$ cat src/rtl/tmr_clk_pkg.sv
package tmr_clk_pkg;

    // Gating state of the counting clock
    typedef enum logic [1:0] {
        CLK_OFF  = 2'd0,   // disabled (implies stopped)
        CLK_HALT = 2'd1,   // enabled, stopped
        CLK_RUN  = 2'd2    // enabled, started
    } clk_state_e;

    // Trigger sources that start the clock
    localparam int N_TRIG = 4;

endpackage

$ cat src/rtl/tcc_stage_pipe.sv
// Multi-stage resettable register chain: a synchroniser for asynchronous
// inputs, a latency-matching delay for synchronous ones.
module tcc_stage_pipe #(
    parameter int STAGES = 2
) (
    input  logic clk,
    input  logic rst_n,
    input  logic d,
    output logic q
);
    logic [STAGES-1:0] chain;

    always_ff @(posedge clk or negedge rst_n) begin
        if (!rst_n) begin
            chain <= '0;
        end else begin
            chain <= {chain[STAGES-2:0], d};
        end
    end

    assign q = chain[STAGES-1];
endmodule

$ cat src/rtl/tcc_edge_src.sv
// Source multiplexer, polarity control, burst gating and rising-edge detect.
module tcc_edge_src #(
    parameter int N_INT   = 5,
    parameter int N_EXT   = 3,
    parameter int SEL_W   = $clog2(N_INT + N_EXT),
    parameter int BURST_W = $clog2(N_EXT + 1)
) (
    input  logic               clk,
    input  logic               rst_n,
    input  logic [N_INT-1:0]   int_lvl,
    input  logic [N_EXT-1:0]   ext_lvl,
    input  logic [SEL_W-1:0]   sel,
    input  logic               invert,
    input  logic [BURST_W-1:0] burst,
    output logic               edge_hit
);
    localparam int N_SRC = N_INT + N_EXT;

    logic [N_SRC-1:0] all_lvl;
    logic             picked;
    logic             gate;
    logic             qualified;
    logic             qualified_q;

    assign all_lvl = {ext_lvl, int_lvl};

    always_comb begin
        picked = 1'b0;
        for (int i = 0; i < N_SRC; i++) begin
            if (sel == SEL_W'(i)) begin
                picked = all_lvl[i];
            end
        end
    end

    always_comb begin
        gate = 1'b1;
        for (int j = 0; j < N_EXT; j++) begin
            if (burst == BURST_W'(j + 1)) begin
                gate = ext_lvl[j];
            end
        end
    end

    assign qualified = (picked ^ invert) & gate;

    always_ff @(posedge clk or negedge rst_n) begin
        if (!rst_n) begin
            qualified_q <= 1'b0;
        end else begin
            qualified_q <= qualified;
        end
    end

    assign edge_hit = qualified & ~qualified_q;
endmodule

$ cat src/rtl/tcc_gate_fsm.sv
// Enabled/started state machine and registered count-enable output.
module tcc_gate_fsm
    import tmr_clk_pkg::*;
(
    input  logic              clk,
    input  logic              rst_n,
    input  logic              cmd_enable,
    input  logic              cmd_disable,
    input  logic [N_TRIG-1:0] trig,
    input  logic              wave_mode,
    input  logic              auto_disable,
    input  logic              auto_stop,
    input  logic              evt_load_b,
    input  logic              evt_cmp_c,
    input  logic              edge_hit,
    output logic              cnt_en,
    output logic              enabled
);
    clk_state_e state_q;
    clk_state_e state_d;
    logic       mode_evt;
    logic       start_evt;
    logic       stop_evt;
    logic       kill_evt;

    always_comb begin
        mode_evt  = wave_mode ? evt_cmp_c : evt_load_b;
        start_evt = |trig;
        stop_evt  = auto_stop & mode_evt;
        kill_evt  = cmd_disable | (auto_disable & mode_evt);
    end

    always_comb begin
        state_d = state_q;
        unique case (state_q)
            CLK_OFF: begin
                if (cmd_enable) begin
                    state_d = CLK_HALT;
                end
            end
            CLK_HALT: begin
                if (start_evt) begin
                    state_d = CLK_RUN;
                end
            end
            CLK_RUN: begin
                if (stop_evt && !start_evt) begin
                    state_d = CLK_HALT;
                end
            end
            default: begin
                state_d = CLK_OFF;
            end
        endcase
        if (kill_evt) begin
            state_d = CLK_OFF;
        end
    end

    // State register
    always_ff @(posedge clk or negedge rst_n) begin
        if (!rst_n) begin
            state_q <= CLK_OFF;
        end else begin
            state_q <= state_d;
        end
    end

    // Outputs
    always_ff @(posedge clk or negedge rst_n) begin
        if (!rst_n) begin
            cnt_en <= 1'b0;
        end else begin
            cnt_en <= edge_hit && (state_q == CLK_RUN);
        end
    end

    assign enabled = (state_q != CLK_OFF);
endmodule

$ cat src/rtl/tmr_clk_ctrl.sv
// Counting-clock selection and control for one timer channel.
module tmr_clk_ctrl
    import tmr_clk_pkg::*;
#(
    parameter int N_INT       = 5,
    parameter int N_EXT       = 3,
    parameter int SYNC_STAGES = 2,
    localparam int SEL_W      = $clog2(N_INT + N_EXT),
    localparam int BURST_W    = $clog2(N_EXT + 1)
) (
    input  logic               clk,
    input  logic               rst_n,
    input  logic [N_INT-1:0]   int_clk,
    input  logic [N_EXT-1:0]   ext_clk,
    input  logic [SEL_W-1:0]   cfg_clk_sel,
    input  logic               cfg_invert,
    input  logic [BURST_W-1:0] cfg_burst,
    input  logic               cfg_wave_mode,
    input  logic               cfg_auto_disable,
    input  logic               cfg_auto_stop,
    input  logic               cmd_enable,
    input  logic               cmd_disable,
    input  logic               trig_sw,
    input  logic               trig_sync,
    input  logic               trig_ext,
    input  logic               trig_cmp,
    input  logic               evt_load_b,
    input  logic               evt_cmp_c,
    output logic               cnt_en,
    output logic               stat_enabled
);
    logic [N_INT-1:0] int_lvl;
    logic [N_EXT-1:0] ext_lvl;
    logic             edge_hit;
    logic [N_TRIG-1:0] trig_bus;

    // Asynchronous external levels: synchroniser
    for (genvar e = 0; e < N_EXT; e++) begin : g_ext_sync
        tcc_stage_pipe #(.STAGES(SYNC_STAGES)) u_sync (
            .clk   (clk),
            .rst_n (rst_n),
            .d     (ext_clk[e]),
            .q     (ext_lvl[e])
        );
    end

    // Synchronous internal levels: equal-latency delay
    for (genvar n = 0; n < N_INT; n++) begin : g_int_dly
        tcc_stage_pipe #(.STAGES(SYNC_STAGES)) u_dly (
            .clk   (clk),
            .rst_n (rst_n),
            .d     (int_clk[n]),
            .q     (int_lvl[n])
        );
    end

    tcc_edge_src #(
        .N_INT   (N_INT),
        .N_EXT   (N_EXT),
        .SEL_W   (SEL_W),
        .BURST_W (BURST_W)
    ) u_edge (
        .clk      (clk),
        .rst_n    (rst_n),
        .int_lvl  (int_lvl),
        .ext_lvl  (ext_lvl),
        .sel      (cfg_clk_sel),
        .invert   (cfg_invert),
        .burst    (cfg_burst),
        .edge_hit (edge_hit)
    );

    assign trig_bus = {trig_cmp, trig_ext, trig_sync, trig_sw};

    tcc_gate_fsm u_fsm (
        .clk          (clk),
        .rst_n        (rst_n),
        .cmd_enable   (cmd_enable),
        .cmd_disable  (cmd_disable),
        .trig         (trig_bus),
        .wave_mode    (cfg_wave_mode),
        .auto_disable (cfg_auto_disable),
        .auto_stop    (cfg_auto_stop),
        .evt_load_b   (evt_load_b),
        .evt_cmp_c    (evt_cmp_c),
        .edge_hit     (edge_hit),
        .cnt_en       (cnt_en),
        .enabled      (stat_enabled)
    );
endmodule

$ cat config.mk
export PLATFORM = sky130hd
export DESIGN_NAME = tmr_clk_ctrl
export DESIGN_NICKNAME = d
export VERILOG_FILES = /design/src/rtl/tmr_clk_pkg.sv /design/src/rtl/tcc_stage_pipe.sv /design/src/rtl/tcc_edge_src.sv /design/src/rtl/tcc_gate_fsm.sv /design/src/rtl/tmr_clk_ctrl.sv
export SDC_FILE = /design/constraint.sdc
export NUM_CORES = 1
export LEC_CHECK = 0
export ABC_CLOCK_PERIOD_IN_PS = 2600
export BUFFER_PORTS_ARGS = -buffer_cell sky130_fd_sc_hd__buf_2
export CORE_ASPECT_RATIO = 0.8
export CORE_MARGIN = 8
export CORE_UTILIZATION = 40
export CTS_CLUSTER_SIZE = 8
export DETAILED_ROUTE_END_ITERATION = 10
export GPL_TIMING_DRIVEN = 0
export PLACE_DENSITY = 0.77
export SYNTH_ARGS = -nofsm -noshare
export SYNTH_HDL_FRONTEND = slang
export SYNTH_SLANG_ARGS = --single-unit
$ cat constraint.sdc
create_clock -name clk -period 2.6 [get_ports clk]
set_input_delay 0.26 -clock clk [delete_from_list [all_inputs] [get_ports clk]]
set_output_delay 0.26 -clock clk [all_outputs]
set_load 0.01 [all_outputs]
# Word-level counts from Yosys, hierarchy flattened
# Index checks and enable logic that the tools add are counted.
# word_totals
input_bits	27
word_cells	58
out_inout_bits	2
regBits	20
# op_classes
n_mux	17
eq_ne	15
reduce_logical	8
bitwise	7
# op_table
cell	count
$eq 3x3->1 const B	4
$mux 1	12
$mux 2	4
$eq 2x2->1 const B	3
$eq 3x2->1 const B	2
$ne 3x1->1 const B	2
$pmux 2 s3	1
$and 1x1->1	4
$eq 2x1->1 const B	2
$reduce_or 4->1	1
$eq 3x1->1 const B	1
$logic_not 3->1	1
$ne 3x2->1 const B	1
$reduce_and 3->1	1
$logic_and 1x1->1	2
$logic_not 2->1	1
$reduce_bool 2->1	1
$logic_not 1->1	1
$not 1->1	1
$or 1x1->1	1
$xor 1x1->1	1

# Logic depth before layout (Yosys ltp)
# Gate-level depths: netlist of run 1.
# depth
ltp_word	13
ltp_mapped	4
mapped_depth_nobuf	4

# Modules after synthesis
# A second synthesis of run 1 with hierarchy kept.
# unflattened
cells_unflattened	48
hier_area_um2	769.5
# by_module_without_submodules
module	seq_area_each_um2	n_inst	cells_per_inst	area_each_um2
tcc_stage_pipe	50.0	8	2	50.0
tcc_gate_fsm	75.1	1	17	192.7
tcc_edge_src	25.0	1	15	176.4

# Least setup slack after synthesis of run 1
# No wires, ideal clock.
# synth_path
kind	register to register
from	register g_ext_sync[1].u_sync.chain[1]
to	register u_fsm.cnt_en
slack_ps	1227
setup_ps	101
required_ps	2499
path_stages_with_launch	5
arrival_time_ps	1272
synth_period_minus_slack_ps	1373
n_path_buf	0
path_cell_list	dfrtp_1 -> mux4_1 -> mux2i_1 -> xor2_1 -> nor4_1
# synth_via
elab_chain_cells	6
elab_cells_between_ends	8
cone_classes	mux: 4; bitwise: 3; reduce/logical: 1
# synth_rtl
item	line_no	rtl
from (decl)	tcc_stage_pipe.sv:11	logic [STAGES-1:0] chain;
from (signal assigned)	tcc_stage_pipe.sv:17	chain <= {chain[STAGES-2:0], d};
$mux 1 (2 in a row)	tcc_edge_src.sv:30	if (sel == SEL_W'(i)) begin
$xor 1x1->1	tcc_edge_src.sv:45	assign qualified = (picked ^ invert) & gate;
$and 1x1->1 (*)	tcc_edge_src.sv:45	
$and 1x1->1 (*)	tcc_edge_src.sv:55	assign edge_hit = qualified & ~qualified_q;
$logic_and 1x1->1 (*)	tcc_gate_fsm.sv:74	cnt_en <= edge_hit && (state_q == CLK_RUN);
to (signal assigned)	tcc_gate_fsm.sv:74	
to (decl)	tcc_gate_fsm.sv:16	output logic cnt_en,
# Every way passes the cells marked *; elsewhere a longest branch is shown, timed or not.
# A chain may end at the register's enable or synchronous reset.

# Worst setup path after layout of run 1
# Ends and elaborated chain as after synthesis.

==> impl_results.html, run 1 <==
<table>
<tr><th>Metric</th><th>Value</th></tr>
<tr><th colspan="2">Placement</th></tr>
<tr><td>Number of input and output port buffers inserted</td><td>28</td></tr>
<tr><td>Final GP Congestion</td><td>0.661</td></tr>
<tr><td>DP Cell Count</td><td>91</td></tr>
<tr><th colspan="2">Run status</th></tr>
<tr><td>Status</td><td>finished, final reports clean</td></tr>
<tr><th colspan="2">STA</th></tr>
<tr><td>Clock Skews</td><td>3.38 ps</td></tr>
<tr><td>Setup repair after global routing missed its margin</td><td>no</td></tr>
<tr><td>Setup violation total in the final timing report</td><td>0</td></tr>
<tr><td>Final Cycle Share</td><td>0.597</td></tr>
<tr><td>Fmax</td><td>0.644 GHz</td></tr>
<tr><td>Number of max-slew violations in the final report</td><td>0</td></tr>
<tr><td>Normalized max-slew margin</td><td>0.599</td></tr>
<tr><td>Aggregate negative setup slack</td><td>0 ps</td></tr>
<tr><td>Slew of the pin with the lowest slew margin</td><td>596 ps</td></tr>
<tr><td>Min Clock Period, post-route</td><td>1550 ps</td></tr>
<tr><td>Number of hold violations in the final report</td><td>0</td></tr>
<tr><th colspan="2">Route</th></tr>
<tr><td>Pre-antenna DRT Iters</td><td>2</td></tr>
<tr><td>Post-route antenna net violation count</td><td>0</td></tr>
<tr><td>Routed len/inst</td><td>13.3 um</td></tr>
<tr><td>Vias after detailed routing</td><td>443</td></tr>
<tr><td>DRT iter0 DRCs</td><td>5</td></tr>
<tr><td>Drt drc</td><td>0</td></tr>
<tr><td>Wire length after detailed routing</td><td>1.28 mm</td></tr>
<tr><td>Vias/cell</td><td>4.61</td></tr>
<tr><th colspan="2">CTS</th></tr>
<tr><td>Number of clock sinks seen by CTS</td><td>20</td></tr>
<tr><td>Buffer depth of the longest clock path</td><td>2</td></tr>
<tr><td>Clock-pin slew on the worst setup and hold paths</td><td>110 ps</td></tr>
<tr><td>Root buffer cell</td><td>sky130_fd_sc_hd__clkbuf_4</td></tr>
<tr><td>Clock tree from TritonCTS</td><td>yes</td></tr>
<tr><td>Skew-Pair Late Insertion Delay</td><td>300 ps</td></tr>
<tr><td>H-tree lvl count</td><td>1</td></tr>
<tr><td>Clock buffers created by TritonCTS</td><td>3</td></tr>
<tr><th colspan="2">Die</th></tr>
<tr><td>I/O pins</td><td>29</td></tr>
<tr><td>Area of the core</td><td>1630 sq um</td></tr>
<tr><td>Initial core utilization</td><td>0.423</td></tr>
<tr><td>X dimension of the die</td><td>62.4 um</td></tr>
<tr><td>Die height</td><td>53.1 um</td></tr>
<tr><td>Die outline area</td><td>3310 sq um</td></tr>
<tr><td>Row count</td><td>13</td></tr>
<tr><th colspan="2">Yosys</th></tr>
<tr><td>Proportion of register bits with asynchronous set or reset after synthesis</td><td>1.00</td></tr>
<tr><td>Dominant register cell in the synthesized netlist</td><td>sky130_fd_sc_hd__dfrtp_1</td></tr>
<tr><td>Syn nets</td><td>68</td></tr>
<tr><td>Mapped Cells</td><td>41</td></tr>
<tr><td>Number of synthesized flops with an enable pin</td><td>0</td></tr>
<tr><td>Number of distinct library cells after synthesis</td><td>17</td></tr>
<tr><td>Sequential cell area fraction in the yosys report</td><td>0.727</td></tr>
<tr><td>Syn Std Cell Area</td><td>688 sq um</td></tr>
<tr><td>Number of warnings issued by yosys</td><td>0</td></tr>
<tr><td>Register bit count reported by yosys</td><td>20</td></tr>
<tr><td>Synth Area per Inst</td><td>16.8 sq um</td></tr>
<tr><th colspan="2">Worst setup path</th></tr>
<tr><td>Endpoint class of the critical path</td><td>flip-flop</td></tr>
<tr><td>Worst Path Required</td><td>2800 ps</td></tr>
<tr><td>Classification of the worst setup path</td><td>reg2reg</td></tr>
<tr><td>Startpoint class of the critical path</td><td>flip-flop</td></tr>
<tr><td>Data arrival time of the critical path</td><td>1750 ps</td></tr>
<tr><td>Maximum fanout encountered on the critical timing path</td><td>2</td></tr>
<tr><th colspan="2">Job</th></tr>
<tr><td>Reported max-cap violation count</td><td>0</td></tr>
<tr><th colspan="2">Global route</th></tr>
<tr><td>Initial antenna violation count</td><td>0</td></tr>
<tr><td>Total GRT Usage</td><td>0.0865</td></tr>
<tr><td>Global-route wire length before repair</td><td>2.10 mm</td></tr>
<tr><td>Total global routing overflow</td><td>0</td></tr>
<tr><td>Number of global-route vias before repair</td><td>500</td></tr>
<tr><td>Largest net degree at the start of global routing</td><td>21</td></tr>
<tr><th colspan="2">Power and ir drop</th></tr>
<tr><td>Worst VDD drop</td><td>0.405 mV</td></tr>
<tr><td>Overall power of the completed layout</td><td>640 uW</td></tr>
<tr><td>Standby leakage power</td><td>0.000456 uW</td></tr>
<tr><td>Power density over the cells</td><td>697 nW/um^2</td></tr>
<tr><th colspan="2">Hold path</th></tr>
<tr><td>Hold/Removal Path Class</td><td>in2reg</td></tr>
<tr><th colspan="2">Finish</th></tr>
<tr><td>Antenna diodes</td><td>0</td></tr>
<tr><td>Finished Layout Cells</td><td>96</td></tr>
<tr><td>Area delta synth-&gt;final</td><td>33.5%</td></tr>
<tr><td>Layout net count</td><td>102</td></tr>
<tr><td>Commonest cells after routing, fill and taps aside</td><td>28 x sky130_fd_sc_hd__buf_2, 20 x sky130_fd_sc_hd__dfrtp_1, 3 x sky130_fd_sc_hd__mux2i_1, 3 x sky130_fd_sc_hd__clkbuf_4</td></tr>
<tr><td>Most common library cell in the layout ignoring fill and taps</td><td>sky130_fd_sc_hd__buf_2</td></tr>
<tr><td>Share of layout cells above drive strength 1</td><td>0.459</td></tr>
</table>
-- repair_timing --
| action | CTS | global route |
|---|---|---|
| hold buffers | 1 | 0 |
| hold endpoints to repair | 20 | 0 |
| setup buffers | 0 | 0 |
| gates resized for setup | 0 | 0 |
-- where the power goes --
part	switching, uW	leakage (uW)	internal (uW)
logic	23.6	0.000188	31.3
clock network	95.2	0.0000279	156
registers	5.84	0.000240	328
-- critical path, stage by stage, from the launching register on --
cell and delay [ps]:
sky130_fd_sc_hd__dfrtp_1 400, sky130_fd_sc_hd__mux4_1 480, sky130_fd_sc_hd__mux2i_1 180, sky130_fd_sc_hd__xor2_1 110, sky130_fd_sc_hd__nor4_1 270
-- final timing paths --
kind                                                from                            end  slack, ps  depth (start not counted)
max in group asynchronous                          rst_n               u_fsm.state_q[0]       1900                          2
min                                           int_clk[2]    g_int_dly[2].u_dly.chain[0]         50                          1
max                        g_ext_sync[1].u_sync.chain[1]                   u_fsm.cnt_en       1050                          4
min in group asynchronous                          rst_n    g_int_dly[1].u_dly.chain[0]        410                          2
max reg2reg                g_ext_sync[1].u_sync.chain[1]                   u_fsm.cnt_en       1050                          4
min reg2reg                g_ext_sync[0].u_sync.chain[0]  g_ext_sync[0].u_sync.chain[1]        360                          0
-- cell families (layout without fill, tap and decap cells) --
group,count (synthesis),count (layout),share of synthesized area
flops,20,20,0.727
xor+xnor,1,1,0.0127
buf+inv,0,33,0
simple gates,9,9,0.0746
compound gates,5,5,0.0491
mux,6,6,0.136
-- synth_stat cells (all sizes together) (2+ instances only) --
cell type	n	share of area
dfrtp	20	0.73
mux2i	3	0.044
mux4	2	0.076
nor2	2	0.011
nor4	2	0.018
-- metal layers --
layer | global-route usage | vias to the layer above | wire, um
met4 | 0.0453 | 0 | 17
met5 | 0 | - | 0
met1 | 0.0803 | 211 | 483
met3 | 0.0484 | 2 | 76
li1 | - | 214 | -
met2 | 0.154 | 16 | 704
-- state kept, by name, summed over array words and instances (netlist names) --
| name | flops |
|---|---|
| u_edge.qualified_q | 1 |
| g_int_dly.u_dly.chain | 10 |
| u_fsm.cnt_en | 1 |
| u_fsm.state_q | 2 |
| g_ext_sync.u_sync.chain | 6 |
-- metrics by stage --
step | cell area (sq um) | setup slack, ps | util | hold slack (ps)
after floorplan | 688 | 1230 | - | -35.6
after global placement | 856 | 1110 | 0.526 | 211
after detailed placement | 856 | 984 | 0.526 | 221
after CTS | 918 | 1020 | 0.565 | 44.7
after global routing | 918 | 945 | 0.565 | 26.5
final | 918 | 1050 | 0.565 | 53.7
-- final cells by class --
| class | instances | area [sq um] |
|---|---|---|
| timing repair buffer | 29 | 150 |
| clock buffer | 3 | 22.5 |
| tap | 22 | 27.5 |
| sequential | 20 | 500 |
| multi-input combinational | 21 | 188 |
| clock inverter | 1 | 30.0 |
| fill | 143 | 708 |
Power figures use the tool's default switching activity.
==> run 2: changes to the inputs <==
ABC_AREA = 1   (was unset)
ABC_CLOCK_PERIOD_IN_PS = 1400   (was 2600)
PLACE_DENSITY = 0.78   (was 0.77)
clock period = 1.4 ns   (was 2.6 ns; I/O delays follow)
==> impl_results.html, run 2 <==
<table>
<tr><th>Metric</th><th>Value</th></tr>
<tr><th colspan="2">Run status</th></tr>
<tr><td>Status</td><td>finished, final reports clean</td></tr>
<tr><th colspan="2">Worst setup path</th></tr>
<tr><td>Startpoint class of the critical path</td><td>flip-flop</td></tr>
<tr><td>Classification of the worst setup path</td><td>reg2out</td></tr>
<tr><td>Worst Path Required</td><td>1260 ps (-1540 ps)</td></tr>
<tr><td>Number of cell instances on the worst register-to-register path</td><td>5 (+1)</td></tr>
<tr><td>Endpoint class of the critical path</td><td>output pin</td></tr>
<tr><td>Data arrival time of the critical path</td><td>990 ps (-760 ps)</td></tr>
<tr><td>Maximum fanout encountered on the critical timing path</td><td>3 (+1)</td></tr>
<tr><th colspan="2">STA</th></tr>
<tr><td>Min Hold Slack</td><td>122 ps (+68.6 ps)</td></tr>
<tr><td>Number of max-slew violations in the final report</td><td>0 (unchanged)</td></tr>
<tr><td>Final Cycle Share</td><td>0.806</td></tr>
<tr><td>Min Clock Period, post-route</td><td>1130 ps</td></tr>
<tr><td>Setup repair after global routing missed its margin</td><td>no</td></tr>
<tr><td>Setup violation total in the final timing report</td><td>0 (unchanged)</td></tr>
<tr><td>Slew of the pin with the lowest slew margin</td><td>415 ps (-182 ps)</td></tr>
<tr><td>Number of hold violations in the final report</td><td>0 (unchanged)</td></tr>
<tr><td>Min setup slack post-route</td><td>272 ps (-775 ps)</td></tr>
<tr><td>Fmax</td><td>0.887 GHz</td></tr>
<tr><td>Clock Skews</td><td>0.689 ps (-2.69 ps)</td></tr>
<tr><td>Aggregate negative setup slack</td><td>0 ps (unchanged)</td></tr>
<tr><td>Normalized max-slew margin</td><td>0.724 (+0.125)</td></tr>
<tr><th colspan="2">Route</th></tr>
<tr><td>DRT iter0 DRCs</td><td>23 (+18)</td></tr>
<tr><td>Drt drc</td><td>0 (unchanged)</td></tr>
<tr><td>Vias/cell</td><td>4.35 (-5.8%)</td></tr>
<tr><td>Wire length after detailed routing</td><td>1.56 mm (+21%)</td></tr>
<tr><td>Routed len/inst</td><td>10.6 um (-21%)</td></tr>
<tr><td>Pre-antenna DRT Iters</td><td>4 (+2)</td></tr>
<tr><td>Vias after detailed routing</td><td>639 (+44%)</td></tr>
<tr><td>Post-route antenna net violation count</td><td>0 (unchanged)</td></tr>
<tr><th colspan="2">Die</th></tr>
<tr><td>I/O pins</td><td>29 (unchanged)</td></tr>
<tr><td>Row count</td><td>14 (+1)</td></tr>
<tr><td>Initial core utilization</td><td>0.417 (-0.00596)</td></tr>
<tr><td>X dimension of the die</td><td>65.2 um (+4.5%)</td></tr>
<tr><td>Area of the core</td><td>1860 sq um (+14%)</td></tr>
<tr><td>Die outline area</td><td>3610 sq um (+9.0%)</td></tr>
<tr><td>Die height</td><td>55.4 um (+4.2%)</td></tr>
<tr><th colspan="2">Global route</th></tr>
<tr><td>Total GRT Usage</td><td>0.0940 (+0.00748)</td></tr>
<tr><td>Initial antenna violation count</td><td>0 (unchanged)</td></tr>
<tr><td>Largest net degree at the start of global routing</td><td>21 (unchanged)</td></tr>
<tr><td>Number of global-route vias before repair</td><td>668 (+34%)</td></tr>
<tr><td>Total global routing overflow</td><td>0 (unchanged)</td></tr>
<tr><td>Global-route wire length before repair</td><td>2.65 mm (+26%)</td></tr>
<tr><th colspan="2">Yosys</th></tr>
<tr><td>Most instantiated library cell after synthesis</td><td>sky130_fd_sc_hd__nand2_1</td></tr>
<tr><td>Number of warnings issued by yosys</td><td>0 (unchanged)</td></tr>
<tr><td>Synth Area per Inst</td><td>9.45 sq um (-44%)</td></tr>
<tr><td>Syn Std Cell Area</td><td>774 sq um (+13%)</td></tr>
<tr><td>Largest cells by area after synthesis</td><td>sky130_fd_sc_hd__dfrtp_1 65%, sky130_fd_sc_hd__nand2_1 11%, sky130_fd_sc_hd__nand3_1 5.8%</td></tr>
<tr><td>Mapped Cells</td><td>82 (+100%)</td></tr>
<tr><td>Sequential cell area fraction in the yosys report</td><td>0.646 (-0.0811)</td></tr>
<tr><td>Syn nets</td><td>109 (+60%)</td></tr>
<tr><td>Register bit count reported by yosys</td><td>20 (unchanged)</td></tr>
<tr><td>Area fraction of the dominant cell type after synthesis</td><td>0.646 (-0.0811)</td></tr>
<tr><td>Number of distinct library cells after synthesis</td><td>12 (-5)</td></tr>
<tr><td>Top cell type by total area after synthesis</td><td>sky130_fd_sc_hd__dfrtp_1</td></tr>
<tr><td>Number of synthesized flops with an enable pin</td><td>0 (unchanged)</td></tr>
<tr><td>Leading cell types by count after synthesis</td><td>23 x sky130_fd_sc_hd__nand2_1, 20 x sky130_fd_sc_hd__dfrtp_1, 12 x sky130_fd_sc_hd__inv_1</td></tr>
<tr><td>Dominant register cell in the synthesized netlist</td><td>sky130_fd_sc_hd__dfrtp_1</td></tr>
<tr><td>Proportion of register bits with asynchronous set or reset after synthesis</td><td>1.00 (unchanged)</td></tr>
<tr><th colspan="2">Placement</th></tr>
<tr><td>Final GP Congestion</td><td>0.815 (+23%)</td></tr>
<tr><td>Detailed placement HPWL</td><td>1.20 mm</td></tr>
<tr><td>Worst slack, placed</td><td>370 ps (-614 ps)</td></tr>
<tr><td>Total placed instance area</td><td>945 sq um (+10%)</td></tr>
<tr><td>Number of input and output port buffers inserted</td><td>28 (unchanged)</td></tr>
<tr><th colspan="2">Finish</th></tr>
<tr><td>Antenna diodes</td><td>0 (unchanged)</td></tr>
<tr><td>Post-layout instance area</td><td>1090 sq um (+18%)</td></tr>
<tr><td>Biggest registers after layout</td><td>g_int_dly.u_dly.chain (10), g_ext_sync.u_sync.chain (6), u_fsm.state_q (2)</td></tr>
<tr><td>Most common library cell in the layout ignoring fill and taps</td><td>sky130_fd_sc_hd__buf_2</td></tr>
<tr><td>Area delta synth-&gt;final</td><td>40.4%</td></tr>
<tr><td>Final Core Density</td><td>0.586 (+0.0210)</td></tr>
<tr><td>Commonest cells after routing, fill and taps aside</td><td>28 x sky130_fd_sc_hd__buf_2, 23 x sky130_fd_sc_hd__nand2_1, 20 x sky130_fd_sc_hd__dfrtp_1</td></tr>
<tr><td>Most flops, register</td><td>g_int_dly.u_dly.chain</td></tr>
<tr><td>Number of flip-flops in the largest register</td><td>10 (unchanged)</td></tr>
<tr><td>Share of layout cells above drive strength 1</td><td>0.309 (-0.151)</td></tr>
<tr><td>Layout net count</td><td>151 (+48%)</td></tr>
<tr><th colspan="2">Power and ir drop</th></tr>
<tr><td>Power Internal</td><td>975 uW (+89%)</td></tr>
<tr><td>Register share of total power</td><td>0.505 (-0.017)</td></tr>
<tr><td>Power density over the cells</td><td>1140 nW/um^2 (+63%)</td></tr>
<tr><td>Clock share of power</td><td>0.369 (-0.024)</td></tr>
<tr><td>Power share of the combinational group</td><td>0.126 (+0.040)</td></tr>
<tr><td>Standby leakage power</td><td>0.000596 uW (+31%)</td></tr>
<tr><td>Switching power as a share of total power</td><td>0.210 (+0.0153)</td></tr>
<tr><td>Worst VDD drop</td><td>0.686 mV (+69%)</td></tr>
<tr><td>Switching power</td><td>260 uW (+110%)</td></tr>
<tr><th colspan="2">CTS</th></tr>
<tr><td>Skew-Pair Late Insertion Delay</td><td>290 ps (about the same)</td></tr>
<tr><td>Clock-pin slew on the worst setup and hold paths</td><td>110 ps (about the same)</td></tr>
<tr><td>H-tree lvl count</td><td>1 (unchanged)</td></tr>
<tr><td>Post-cts repair resize count</td><td>0 (unchanged)</td></tr>
<tr><td>Clock buffers created by TritonCTS</td><td>3 (unchanged)</td></tr>
<tr><td>Number of clock sinks seen by CTS</td><td>20 (unchanged)</td></tr>
<tr><td>Buffer depth of the longest clock path</td><td>2 (unchanged)</td></tr>
<tr><td>Root buffer cell</td><td>sky130_fd_sc_hd__clkbuf_4</td></tr>
<tr><td>Clock tree from TritonCTS</td><td>yes</td></tr>
<tr><th colspan="2">Hold path</th></tr>
<tr><td>Hold/Removal Path Class</td><td>in2reg</td></tr>
<tr><td>Number of cells traversed by the worst hold path</td><td>4 (+3)</td></tr>
<tr><th colspan="2">Job</th></tr>
<tr><td>Reported max-cap violation count</td><td>0 (unchanged)</td></tr>
</table>
[run 2: kinds of logic after synthesis]
family,share of synthesized area
and+or+nand+nor,0.258
DFF,0.646
buffers and inverters,0.0727
AOI/OAI and AO/OA,0.0226
[run 2: power groups by stage]
stage	combinational, uW	clock [uW]	sequential [uW]
after floorplan	69.5	0	632
after global placement	132	0	635
after detailed placement	137	0	636
after CTS	157	470	624
after global routing	177	500	628
final	156	455	624
[run 2: metal layers]
metal	vias up	GRT usage	routed length (um)
met3	2	0.0382	96
met1	286	0.0941	605
met5	-	0	0
met4	0	0.0621	10
met2	16	0.156	842
li1	335	-	-
[run 2: layout make-up]
cell class,count,area (sq um)
clock buffers,3,22.5
clock inverters,1,30.0
fillers,168,769
inverters,15,56.3
multi-input cells,47,218
flip-flops and latches,20,500
well taps,24,30.0
repair buffers,37,230
[run 2: repair_timing]
action | CTS | global route
hold buffers | 9 | 0
endpoints found under the hold margin | 28 | 0
setup endpoints to repair | 0 | 0
setup buffers | 0 | 0
[run 2: through the flow]
step	std cells	power [uW]
global route	147	1300
finish	147	1240
floorplan	82	702
detailed placement	134	772
CTS	147	1250
global placement	134	766
[run 2: worst max-delay path, stage by stage, from the launching register on]
cell and delay (ps):
sky130_fd_sc_hd__dfrtp_1 430, sky130_fd_sc_hd__inv_2 70, sky130_fd_sc_hd__nand2_1 60, sky130_fd_sc_hd__buf_2 140
[run 2: final timing paths]
| kind | slack [ps] | to | startpoint |
|---|---|---|---|
| max in group asynchronous | 810 | g_int_dly[0].u_dly.chain[0] | rst_n |
| min | 120 | u_fsm.cnt_en | cfg_invert |
| max reg2reg | 310 | u_fsm.state_q[1] | u_fsm.state_q[0] |
| min in group asynchronous | 300 | g_int_dly[0].u_dly.chain[1] | rst_n |
| max | 270 | stat_enabled | u_fsm.state_q[0] |
| min reg2reg | 360 | g_ext_sync[0].u_sync.chain[1] | g_ext_sync[0].u_sync.chain[0] |
==> run 3: changes to the inputs <==
ABC_CLOCK_PERIOD_IN_PS = 1100   (was 1400)
PLACE_DENSITY = 0.75   (was 0.78)
clock period = 1.1 ns   (was 1.4 ns; I/O delays follow)
==> impl_results.html, run 3 (synthesis results as in run 2) <==
<table>
<tr><th>Metric</th><th>Value</th></tr>
<tr><th colspan="2">STA</th></tr>
<tr><td>Final Cycle Share</td><td>0.986</td></tr>
<tr><td>Slew of the pin with the lowest slew margin</td><td>421 ps (+6.94 ps)</td></tr>
<tr><td>Clock Skews</td><td>5.03 ps (+4.35 ps)</td></tr>
<tr><td>Min Hold Slack</td><td>89.6 ps (-32.6 ps)</td></tr>
<tr><td>Fmax</td><td>0.922 GHz</td></tr>
<tr><td>Number of hold violations in the final report</td><td>0 (unchanged)</td></tr>
<tr><td>Min Clock Period, post-route</td><td>1080 ps</td></tr>
<tr><td>Setup repair after global routing missed its margin</td><td>yes</td></tr>
<tr><td>Normalized max-slew margin</td><td>0.719 (-0.00463)</td></tr>
<tr><td>Setup violation total in the final timing report</td><td>0 (unchanged)</td></tr>
<tr><td>Aggregate negative setup slack</td><td>0 ps (unchanged)</td></tr>
<tr><td>Number of max-slew violations in the final report</td><td>0 (unchanged)</td></tr>
<tr><th colspan="2">Worst setup path</th></tr>
<tr><td>Critical Path Slowest Stage Cell</td><td>sky130_fd_sc_hd__dfrtp_1</td></tr>
<tr><td>Endpoint class of the critical path</td><td>output pin</td></tr>
<tr><td>Startpoint class of the critical path</td><td>flip-flop</td></tr>
<tr><td>Maximum fanout encountered on the critical timing path</td><td>2 (-1)</td></tr>
<tr><td>Minimum setup slack among reg-to-reg paths</td><td>70 ps (-240 ps)</td></tr>
<tr><td>Crit-path max cell delay</td><td>430 ps (about the same)</td></tr>
<tr><td>Worst Path Required</td><td>990 ps (-270 ps)</td></tr>
<tr><td>Cells along the critical path</td><td>inv_2 -&gt; nand2_2 -&gt; buf_6</td></tr>
<tr><td>Data arrival time of the critical path</td><td>970 ps (-20 ps)</td></tr>
<tr><td>Classification of the worst setup path</td><td>reg2out</td></tr>
<tr><th colspan="2">Route</th></tr>
<tr><td>Vias/cell</td><td>4.38 (+0.82%)</td></tr>
<tr><td>Post-route antenna net violation count</td><td>0 (unchanged)</td></tr>
<tr><td>Pre-antenna DRT Iters</td><td>4 (unchanged)</td></tr>
<tr><td>Wire length after detailed routing</td><td>1.84 mm (+18%)</td></tr>
<tr><td>DRT iter0 DRCs</td><td>16 (-30%)</td></tr>
<tr><td>Vias after detailed routing</td><td>653 (+2.2%)</td></tr>
<tr><td>Drt drc</td><td>0 (unchanged)</td></tr>
<tr><td>Routed len/inst</td><td>12.3 um (+17%)</td></tr>
<tr><th colspan="2">CTS</th></tr>
<tr><td>H-tree lvl count</td><td>1 (unchanged)</td></tr>
<tr><td>Buffer depth of the longest clock path</td><td>2 (unchanged)</td></tr>
<tr><td>Root buffer cell</td><td>sky130_fd_sc_hd__clkbuf_4</td></tr>
<tr><td>Number of clock sinks seen by CTS</td><td>20 (unchanged)</td></tr>
<tr><td>Skew-Pair Late Insertion Delay</td><td>290 ps (about the same)</td></tr>
<tr><td>Clock-pin slew on the worst setup and hold paths</td><td>110 ps (about the same)</td></tr>
<tr><td>Clock buffers created by TritonCTS</td><td>3 (unchanged)</td></tr>
<tr><td>Clock tree from TritonCTS</td><td>yes</td></tr>
<tr><th colspan="2">Finish</th></tr>
<tr><td>Commonest cells after routing, fill and taps aside</td><td>27 x sky130_fd_sc_hd__buf_2, 22 x sky130_fd_sc_hd__nand2_1, 20 x sky130_fd_sc_hd__dfrtp_1</td></tr>
<tr><td>Most flops, register</td><td>g_int_dly.u_dly.chain</td></tr>
<tr><td>Most common library cell in the layout ignoring fill and taps</td><td>sky130_fd_sc_hd__buf_2</td></tr>
<tr><td>Share of layout cells above drive strength 1</td><td>0.355 (+0.0459)</td></tr>
<tr><td>Area delta synth-&gt;final</td><td>44.4%</td></tr>
<tr><td>Layout net count</td><td>152 (+0.66%)</td></tr>
<tr><td>Number of flip-flops in the largest register</td><td>10 (unchanged)</td></tr>
<tr><td>Biggest registers after layout</td><td>g_int_dly.u_dly.chain (10), g_ext_sync.u_sync.chain (6), u_fsm.state_q (2)</td></tr>
<tr><td>Post-layout instance area</td><td>1120 sq um (+2.9%)</td></tr>
<tr><th colspan="2">Die</th></tr>
<tr><td>Die outline area</td><td>3610 sq um (unchanged)</td></tr>
<tr><td>Row count</td><td>14 (unchanged)</td></tr>
<tr><td>Die height</td><td>55.4 um (unchanged)</td></tr>
<tr><td>I/O pins</td><td>29 (unchanged)</td></tr>
<tr><td>Area of the core</td><td>1860 sq um (unchanged)</td></tr>
<tr><td>Initial core utilization</td><td>0.417 (unchanged)</td></tr>
<tr><td>X dimension of the die</td><td>65.2 um (unchanged)</td></tr>
<tr><th colspan="2">Power and ir drop</th></tr>
<tr><td>Worst VDD drop</td><td>0.978 mV (+43%)</td></tr>
<tr><td>Standby leakage power</td><td>0.000604 uW (+1.4%)</td></tr>
<tr><td>Power density over the cells</td><td>1440 nW/um^2 (+26%)</td></tr>
<tr><th colspan="2">Placement</th></tr>
<tr><td>Final GP Congestion</td><td>0.765 (-6.2%)</td></tr>
<tr><td>Total placed instance area</td><td>945 sq um (unchanged)</td></tr>
<tr><td>Detailed placement HPWL</td><td>1.28 mm (+6.8%)</td></tr>
<tr><td>Number of input and output port buffers inserted</td><td>28 (unchanged)</td></tr>
<tr><th colspan="2">Global route</th></tr>
<tr><td>Initial antenna violation count</td><td>1 (+1)</td></tr>
<tr><td>Met1 capacity usage during global routing</td><td>0.0939 (-0.000226)</td></tr>
<tr><td>Global-route wire length before repair</td><td>2.74 mm (+3.4%)</td></tr>
<tr><td>Number of global-route vias before repair</td><td>689 (+3.1%)</td></tr>
<tr><td>Largest net degree at the start of global routing</td><td>21 (unchanged)</td></tr>
<tr><td>Global-route met2 utilization</td><td>0.165 (+0.00982)</td></tr>
<tr><td>Total GRT Usage</td><td>0.0952 (+0.00116)</td></tr>
<tr><td>Total global routing overflow</td><td>0 (unchanged)</td></tr>
<tr><td>Grt peak-use layer</td><td>met2</td></tr>
<tr><td>Routing usage on met3</td><td>0.0302 (-0.00805)</td></tr>
<tr><th colspan="2">Hold path</th></tr>
<tr><td>Hold/Removal Path Class</td><td>in2reg</td></tr>
<tr><th colspan="2">Run status</th></tr>
<tr><td>Status</td><td>finished, final reports clean</td></tr>
<tr><th colspan="2">Job</th></tr>
<tr><td>Reported max-cap violation count</td><td>0 (unchanged)</td></tr>
</table>
run 3: critical path: cells and delay by family, from the launching register on:
family / cells / cell delay, ps
buffers and inverters: 2 / 190
DFF: 1 / 430
and+or+nand+nor: 1 / 60
run 3: area by class of cell:
class	instances	area, sq um
fill	167	738
clock inverter	1	30.0
clock buffer	3	22.5
inverter	15	56.3
multi-input combinational	47	233
tap	24	30.0
antenna	1	2.50
timing repair buffer	38	244
sequential	20	500
run 3: final timing paths:
check | start | end | depth (start not counted)
max | u_fsm.state_q[1] | stat_enabled | 3
min | cfg_invert | u_fsm.cnt_en | 4
max reg2reg | g_ext_sync[2].u_sync.chain[1] | u_fsm.cnt_en | 7
min reg2reg | g_int_dly[0].u_dly.chain[0] | g_int_dly[0].u_dly.chain[1] | 0
max in group asynchronous | rst_n | g_ext_sync[0].u_sync.chain[0] | 2
min in group asynchronous | rst_n | u_fsm.state_q[1] | 2
run 3: through the flow:
stage | worst slack (ps) | total power (uW) | util | cells
after global placement | 134 | 975 | 0.509 | 134
after detailed placement | 96.0 | 985 | 0.509 | 134
after global routing | -28.1 | 1680 | 0.602 | 149
final | 15.8 | 1610 | 0.602 | 149
after CTS | 8.29 | 1590 | 0.586 | 147
after floorplan | 167 | 893 | - | 82
run 3: timing repair:
action / 4_1_cts / 5_1_grt
resized for setup: 0 / 6
setup buffers: 0 / 1
endpoints found under the hold margin: 28 / 0
endpoints found under the setup margin: 0 / 4
hold buffers: 9 / 0
run 3: metal layers:
metal  vias up  routed length, um  share of wire
met5         -                  0              0
met4         0                 14         0.0076
met3         2                 88          0.048
met2        14               1020           0.56
met1       301                714           0.39
li1        336                  -              -
run 3: where the power goes:
part / switching, uW / total (uW) / internal [uW] / leakage, uW
combinational: 114 / 223 / 109 / 0.000337
clock: 220 / 588 / 368 / 0.0000279
sequential: 18.9 / 797 / 778 / 0.000239
